[src/rtl/mbx_pkg.sv]
`timescale 1ns/1ps
package mbx_pkg;
    localparam int NUM_CPU     = 4;
    localparam int MBX_PER_CPU = 4;
    localparam int DATA_W      = 32;
    localparam int ADDR_W      = 8;
    localparam int SET_BASE    = 'h80;
    localparam int CLR_BASE    = 'hC0;

    typedef enum logic [1:0] {
        ACC_NONE = 2'd0,
        ACC_SET  = 2'd1,
        ACC_CLR  = 2'd2
    } acc_kind_e;
endpackage

[src/rtl/mbx_decode.sv]
`timescale 1ns/1ps
module mbx_decode
    import mbx_pkg::*;
#(
    parameter int ADDR_W   = 8,
    parameter int NUM_MBX  = 16,
    parameter int SET_BASE = 'h80,
    parameter int CLR_BASE = 'hC0,
    localparam int IDX_W   = $clog2(NUM_MBX)
) (
    input  logic [ADDR_W-1:0] addr,
    output acc_kind_e         kind,
    output logic [IDX_W-1:0]  idx
);
    localparam int SPAN = NUM_MBX * 4;

    always_comb begin
        int a;
        a    = int'(addr);
        kind = ACC_NONE;
        idx  = '0;
        if (a >= SET_BASE && a < SET_BASE + SPAN) begin
            kind = ACC_SET;
            idx  = IDX_W'((a - SET_BASE) / 4);
        end else if (a >= CLR_BASE && a < CLR_BASE + SPAN) begin
            kind = ACC_CLR;
            idx  = IDX_W'((a - CLR_BASE) / 4);
        end
    end
endmodule

[src/rtl/mbx_cell.sv]
`timescale 1ns/1ps
module mbx_cell #(
    parameter int DATA_W = 32
) (
    input  logic              clk,
    input  logic              rst,
    input  logic              set_en,
    input  logic              clr_en,
    input  logic [DATA_W-1:0] data,
    output logic [DATA_W-1:0] q
);
    logic [DATA_W-1:0] set_mask;
    logic [DATA_W-1:0] clr_mask;

    assign set_mask = set_en ? data : '0;
    assign clr_mask = clr_en ? data : '0;

    // Set applied after clear, so set wins on overlapping bits.
    always_ff @(posedge clk) begin
        if (rst) q <= '0;
        else     q <= (q & ~clr_mask) | set_mask;
    end

    assert_reset_R1: assert property (@(posedge clk)
        rst |=> (q == '0));

    assert_set_bits_R2: assert property (@(posedge clk) disable iff (rst)
        set_en |=> ((q & $past(data)) == $past(data)));

    assert_clear_bits_R3: assert property (@(posedge clk) disable iff (rst)
        (clr_en && !set_en) |=> ((q & $past(data)) == '0));

    assert_hold_R6: assert property (@(posedge clk) disable iff (rst)
        (!set_en && !clr_en) |=> $stable(q));
endmodule

[src/rtl/mbx_irq.sv]
`timescale 1ns/1ps
module mbx_irq #(
    parameter int NUM_CPU     = 4,
    parameter int MBX_PER_CPU = 4,
    parameter int DATA_W      = 32,
    localparam int NUM_MBX    = NUM_CPU * MBX_PER_CPU
) (
    input  logic              clk,
    input  logic              rst,
    input  logic [DATA_W-1:0] mbx [NUM_MBX],
    output logic [NUM_CPU-1:0] irq
);
    logic [NUM_CPU-1:0] nz;

    for (genvar c = 0; c < NUM_CPU; c++) begin : g_cpu
        always_comb begin
            nz[c] = 1'b0;
            for (int n = 0; n < MBX_PER_CPU; n++)
                nz[c] = nz[c] | (|mbx[c*MBX_PER_CPU + n]);
        end

        always_ff @(posedge clk) begin
            if (rst) irq[c] <= 1'b0;
            else     irq[c] <= nz[c];
        end

        assert_irq_fall_R8: assert property (@(posedge clk) disable iff (rst)
            $fell(irq[c]) |-> !$past(nz[c]));

        assert_irq_rise_R7: assert property (@(posedge clk) disable iff (rst)
            $rose(irq[c]) |-> $past(nz[c]));
    end
endmodule

[src/rtl/mbx_array.sv]
`timescale 1ns/1ps
module mbx_array
    import mbx_pkg::*;
#(
    parameter int NUM_CPU     = mbx_pkg::NUM_CPU,
    parameter int MBX_PER_CPU = mbx_pkg::MBX_PER_CPU,
    parameter int DATA_W      = mbx_pkg::DATA_W,
    parameter int ADDR_W      = mbx_pkg::ADDR_W,
    parameter int SET_BASE    = mbx_pkg::SET_BASE,
    parameter int CLR_BASE    = mbx_pkg::CLR_BASE
) (
    input  logic               clk,
    input  logic               rst,
    input  logic [ADDR_W-1:0]  addr,
    input  logic               wr_en,
    input  logic [DATA_W-1:0]  wr_data,
    input  logic               rd_en,
    output logic [DATA_W-1:0]  rd_data,
    output logic [NUM_CPU-1:0] irq
);
    localparam int NUM_MBX = NUM_CPU * MBX_PER_CPU;
    localparam int IDX_W   = $clog2(NUM_MBX);
    localparam int CPU_W   = (NUM_CPU > 1) ? $clog2(NUM_CPU) : 1;
    localparam int SLOT_W  = $clog2(MBX_PER_CPU);

    acc_kind_e         kind;
    logic [IDX_W-1:0]  idx;
    logic [DATA_W-1:0] mbx [NUM_MBX];

    mbx_decode #(
        .ADDR_W  (ADDR_W),
        .NUM_MBX (NUM_MBX),
        .SET_BASE(SET_BASE),
        .CLR_BASE(CLR_BASE)
    ) u_decode (
        .addr(addr),
        .kind(kind),
        .idx (idx)
    );

    for (genvar i = 0; i < NUM_MBX; i++) begin : g_mbx
        logic hit;
        assign hit = wr_en && (idx == IDX_W'(i));
        mbx_cell #(.DATA_W(DATA_W)) u_cell (
            .clk   (clk),
            .rst   (rst),
            .set_en(hit && kind == ACC_SET),
            .clr_en(hit && kind == ACC_CLR),
            .data  (wr_data),
            .q     (mbx[i])
        );
    end

    mbx_irq #(
        .NUM_CPU    (NUM_CPU),
        .MBX_PER_CPU(MBX_PER_CPU),
        .DATA_W     (DATA_W)
    ) u_irq (
        .clk(clk),
        .rst(rst),
        .mbx(mbx),
        .irq(irq)
    );

    assign rd_data = (rd_en && kind != ACC_NONE) ? mbx[idx] : '0;

    // A nonzero set on a CPU's mailbox raises that CPU's line two edges on.
    logic [CPU_W-1:0] wr_cpu;
    assign wr_cpu = CPU_W'(idx >> SLOT_W);

    for (genvar c = 0; c < NUM_CPU; c++) begin : g_chk
        assert_set_raises_irq_R7: assert property (@(posedge clk) disable iff (rst)
            (wr_en && kind == ACC_SET && wr_data != '0 && wr_cpu == CPU_W'(c))
                |=> ##1 irq[c]);
    end

    assert_rd_zero_R6: assert property (@(posedge clk) disable iff (rst)
        (!rd_en || kind == ACC_NONE) |-> (rd_data == '0));
endmodule

[config.mk]
export PLATFORM = sky130hd
export DESIGN_NAME = mbx_array
export DESIGN_NICKNAME = d
export VERILOG_FILES = /design/src/rtl/mbx_pkg.sv /design/src/rtl/mbx_decode.sv /design/src/rtl/mbx_cell.sv /design/src/rtl/mbx_irq.sv /design/src/rtl/mbx_array.sv
export SDC_FILE = /design/constraint.sdc
export NUM_CORES = 1
export LEC_CHECK = 0
export BUFFER_PORTS_ARGS = -buffer_cell sky130_fd_sc_hd__buf_2
export CAP_MARGIN = 0
export CORE_MARGIN = 1.5
export CORE_UTILIZATION = 25
export CTS_BUF_LIST = sky130_fd_sc_hd__clkbuf_8
export DETAILED_ROUTE_END_ITERATION = 8
export PLACE_DENSITY_LB_ADDON = 0.1
export SLEW_MARGIN = 10
export SYNTH_ARGS = -nofsm -noshare
export SYNTH_HDL_FRONTEND = slang
export SYNTH_HIERARCHICAL = 1
export SYNTH_SLANG_ARGS = --single-unit
[constraint.sdc]
create_clock -name clk -period 5.1 [get_ports clk]
set_input_delay 0.765 -clock clk [delete_from_list [all_inputs] [get_ports clk]]
set_output_delay 0.765 -clock clk [all_outputs]
set_load 0.005 [all_outputs]
# After elaboration in Yosys (flattened, before gate mapping)

Cells that the tools add are included.

Input port bits: 44
Word-level logic and storage cells: 218
Output and inout bits: 36
Bits in registers: 516

Reductions and logical operators: 70
Equality and inequality tests: 17
$lt $le $gt $ge: 4
Bitwise gates (word level): 63
Mux-type cells: 40
Add/subtract/negate cells: 4

Operators with widths:

| cell                  | number |
|---|---|
| $mux W32              | 35 |
| $and A32 B32 Y32      | 16 |
| $not A32 Y32          | 16 |
| $or A32 B32 Y32       | 16 |
| $reduce_or A32 Y1     | 16 |
| $bmux W32 S4          | 1 |
| $logic_and A1 B1 Y1   | 50 |
| $eq A4 B4 Y1 const B  | 8 |
| $sub A8 B8 Y9 const B | 2 |
| $eq A4 B3 Y1 const B  | 4 |
| $ge A8 B8 Y1 const B  | 2 |
| $or A1 B1 Y1          | 12 |
| $add A4 B1 Y4         | 2 |
| $eq A4 B2 Y1 const B  | 2 |
| $lt A8 B8 Y1 const B  | 1 |
| $mux W4               | 2 |
| $ge A5 B5 Y1 const B  | 1 |
| $not A4 Y5            | 1 |
| $eq A4 B1 Y1 const B  | 1 |
| $logic_not A4 Y1      | 1 |
| $mux W2               | 2 |
| $reduce_or A2 Y1      | 2 |
| $and A1 B1 Y1         | 2 |
| $eq A2 B1 Y1 const B  | 1 |
| 2 further kinds       | 2 |

# Logic depth before layout (Yosys ltp)

Depth after elaboration: 13
Gate-level depth with buffers: 14
Gate-level depth less buffers: 11

# Hierarchy

Netlist, hierarchy kept.

Modules (own cells, without submodules):

| module     | cells each | area each (sq um) | seq. area each (sq um) | times used |
|---|---|---|---|---|
| mbx_cell   | 137        | 1417.6            | 640.6                  | 16 |
| mbx_array  | 332        | 4192.8            | 0.0                    | 1 |
| mbx_irq    | 176        | 1176.1            | 80.1                   | 1 |
| mbx_decode | 21         | 192.7             | 0.0                    | 1 |

# Worst setup path after synthesis

Ideal clock, no wire load.

Path kind: in2out
Start point: in addr[0]
End point: out rd_data[10]
Stages: 11
Setup slack: 1.554 ns
Required time: 4.335 ns
Buffers on the path: 2
Data arrival time: 2.781 ns
Cell sequence: nor2_1 nor2_1 ha_1 ha_1 mux2i_1 nor2b_1 buf_2 buf_2 mux4_2 mux2i_1 o21ai_1

Cells in the longest elaborated chain, start to end: 11
Elaborated cells on any way between the ends: 23
Those cells by class: add/sub: 4; order compare: 3; mux: 8; bitwise: 3; reduce/logical: 5

RTL lines:

| what                                             | line             | text |
|---|---|---|
| start, declared                                  | mbx_array.sv:14  | `input logic [ADDR_W-1:0] addr,` |
| $sub A8 B8 Y9                                    | mbx_decode.sv:27 | `idx = IDX_W'((a - CLR_BASE) / 4);` |
| $reduce_or A2 Y1 (no source line)                | -                |  |
| $and A1 B1 Y1 (no source line)                   | -                |  |
| $add A4 B1 Y4 (no source line)                   | -                |  |
| $mux W4                                          | mbx_decode.sv:25 | `end else if (a >= CLR_BASE && a < CLR_BASE + SPAN) begin` |
| $mux W4 (*)                                      | mbx_decode.sv:22 | `if (a >= SET_BASE && a < SET_BASE + SPAN) begin` |
| named net idx[1]                                 | mbx_array.sv:27  | `logic [IDX_W-1:0] idx;` |
| $not A4 Y5 (not written as such) (*)             | mbx_array.sv:65  | `assign rd_data = (rd_en && kind != ACC_NONE) ? mbx[idx] : '0;` |
| $bmux W32 S4 (*)                                 | mbx_array.sv:65  |  |
| $mux W32 (not written as such) (*) (2 in series) | mbx_array.sv:65  |  |
| $mux W32 (*)                                     | mbx_array.sv:65  |  |
| end, declared                                    | mbx_array.sv:18  | `output logic [DATA_W-1:0] rd_data,` |

Mark *: on every way through the listed nets, which the timed path passes. The rest lies on a longest branch. The select of a mux whose other input is x is not followed.

# Final worst setup path

Start point: in addr[0]
End point: out rd_data[24]

The elaborated chain is that of the path after synthesis.

==> results.toml <==
[synth]
ys.flop_type = "sky130_fd_sc_hd__dfxtp_1"
synth-compound-area-share_pct = 35.4
netlist.area_leader.share_pct = 36.6
portion_of_the_post_synthesis_area_used_by_sequential_elements_pct = 36.6
synth.avg_cell_area_um2 = 10.4
syn_nets = 2768
synthArstFlopShare_pct = 0
fraction_of_the_mapped_netlist_area_in_adder_cells_pct = 0.133
main_combinational_cell_family_by_area_after_synthesis = "compound AO/OA/AOI/OAI gates"
yosysUniqueCellTypes = 37
synth_enable_flop_cells = 0
synth.area.mux_share_pct = 11.5
synth_xor_xnor_area_share_pct = 0
synth_area_leader_cell = "sky130_fd_sc_hd__dfxtp_1"
synthesis.yosys.warnings = 6
synth_common_cells = "521 x sky130_fd_sc_hd__nand2_1, 516 x sky130_fd_sc_hd__dfxtp_1, 480 x sky130_fd_sc_hd__a21bo_1, 480 x sky130_fd_sc_hd__a21oi_2, 132 x sky130_fd_sc_hd__nor4_1"
synthesis.instances = 2721
seq_cells_post_synth = 516
synth.most_common_cell = "sky130_fd_sc_hd__nand2_1"
syn-cell-area_um2 = 28200
yosys.area_share.simple_pct = 11.8
synthTopCellsByArea = "sky130_fd_sc_hd__dfxtp_1 37%, sky130_fd_sc_hd__a21bo_1 17%, sky130_fd_sc_hd__a21oi_2 15%"

[clock_tree]
postCtsHoldBufs = 0
cts.clk_slew.worst_paths_ns = 0.06
cts.sink_count = 516
cts_tree = "yes"
clock_tree.root_cell = "sky130_fd_sc_hd__clkbuf_8"
cts.repair.resized = 0
cts_setup_buffers = 0
cts_inserted_buffers = 100
clk_latency_ns = 0.76
cts-root-to-sink-buffers = 3
cts_htree_levels = 3

[die]
floorplan.die_area_um2 = 115000
start_util_pct = 25.2
core_area_um2 = 112000
die-width_um = 339
io-pin-count = 80
num_rows = 123
die_h_um = 339

[power]
power_per_cell_area_nw_per_um2 = 277
leakage_nw = 10.4
peak_supply_drop_v = 0.000160
post-layout-total-power_w = 0.00894

[hold_path]
path_class_of_the_lowest_slack_min_delay_path = "in2reg"

[global_route]
grt_overflow = 0
grt_first_pass_wirelength_um = 175000
number_of_antenna_violations_at_the_first_check_in_global_routing = 8
first_global_vias = 22900
pin_count_of_the_biggest_net_entering_global_routing = 84
grt_util_all_layers_pct = 20.7

[final_layout]
synthToLayoutAreaGrowth_pct = 14.5
final_core_utilization_pct = 28.8
fin_area_um2 = 32300
drive_above_1_share_pct = 34.5
num-nets-final = 2842

[placed_design]
gp_congestion = 0.821
hpwl_um = 80200
post-place-ws_ns = 0.281
numPortBuffers = 79
placedInstanceArea_um2 = 30400

[sta]
timing.final.hold_violations = 0
final_min_period_ns = 4.84
min_period_over_period_pct = 94.9
setup_viol_count_final = 0
skew_ns = 0.0321
slew_violations = 0
fmaxAchievable_ghz = 0.207
relSlewSlack_pct = 24.0
rsz0062_at_grt = "false"
tightest_slew_ns = 1.14
timing.setup.tns_ns = 0
setup_slack_ns = 0.258

[worst_setup_path]
critPathKind = "in2out"
setup_crit_end_kind = "output port"
cp_max_fo = 16
cp_data_required_time_ns = 4.34
startpoint_class = "primary input"
worst-endpoint-arrival_ns = 4.08

[routing]
drc_errors = 0
drt-pass1-iter-count = 6
routed-via-count = 22500
detail_route.iter0.violations = 1462
post_drt_wl_per_cell_um = 27.7
post_route_antenna_net_violation_count = 0
vias_per_cell = 5.14
finalWirelength_um = 121000

[job]
max-cap-violations = 0

[status]
outcome = "completed"
-- registers in the layout, indices dropped and copies added (netlist names) --
name,flops
g_mbx.u_cell/q,512
u_irq/irq,4
-- layout make-up --
class                   instances  area [um2]
diodes                          6        15.0
clock buffers                 124        1710
clock inverters                42         205
fillers                     11600       79800
multi-input cells            2011       16900
flip-flops and latches        516       10300
well taps                    1500        1880
repair buffers                166        1360
-- cell usage in the layout, fill, tap and decap left out, drive strengths merged, types with 2 or more instances in the layout --
master and count:
a21bo 512, a21oi 516, a32oi 32, buf 166
clkbuf 124, clkinv 7, clkinvlp 2, dfxtp 516
diode 6, ha 3, inv 33, mux2 3
mux2i 37, mux4 126, nand2 521, nand2b 5
nand3 3, nand3b 2, nand4 32, nor2 36
nor2b 6, nor4 136, o21ai 31
-- worst max-delay path, stage by stage --
cell	delay, ns
sky130_fd_sc_hd__buf_2	0.09
sky130_fd_sc_hd__nor2_1	0.19
sky130_fd_sc_hd__nor2_1	0.08
sky130_fd_sc_hd__ha_1	0.24
sky130_fd_sc_hd__ha_1	0.30
sky130_fd_sc_hd__mux2i_1	0.10
sky130_fd_sc_hd__nor2b_4	0.46
sky130_fd_sc_hd__buf_12	0.26
sky130_fd_sc_hd__mux4_2	0.51
sky130_fd_sc_hd__mux2i_1	0.57
sky130_fd_sc_hd__o21ai_1	0.27
sky130_fd_sc_hd__buf_2	0.20
-- kinds of logic after synthesis --
group,count (synthesis)
and+or+nand+nor,746
DFF,516
buffers and inverters,194
AOI/OAI and AO/OA,1096
muxes,166
adders and majority gates,3
-- power breakdown --
group          switching, W  internal [W]
logic              0.000548      0.000200
clock network       0.00196       0.00217
registers         0.0000180       0.00405
-- worst paths after layout --
path	from	cells after the start	to	slack [ns]
max	addr[0]	12	rd_data[24]	0.26
min	rst	2	g_mbx[11].u_cell/q[22]$_SDFF_PP0_	0.54
max reg2reg	g_mbx[12].u_cell/q[10]$_SDFF_PP0_	4	u_irq/irq[3]$_SDFF_PP0_	2.70
min reg2reg	g_mbx[7].u_cell/q[6]$_SDFF_PP0_	2	g_mbx[7].u_cell/q[6]$_SDFF_PP0_	0.59
-- per-layer routing --
layer  GRT usage (%)  vias to the layer above  routed length, um
met5               0                        -                 48
met4            7.26                        8               3810
met3            2.97                      166               5720
met2            34.4                      616              57400
met1            27.3                    11400              54100
li1                -                    10200                  -
-- through the flow --
step                instances  hold WS [ns]
floorplan                2721         0.558
global placement         4193         0.573
detailed placement       4193         0.583
CTS                      4359         0.518
global route             4362         0.564
finish                   4365         0.543
(Power assumes the default switching activity.)
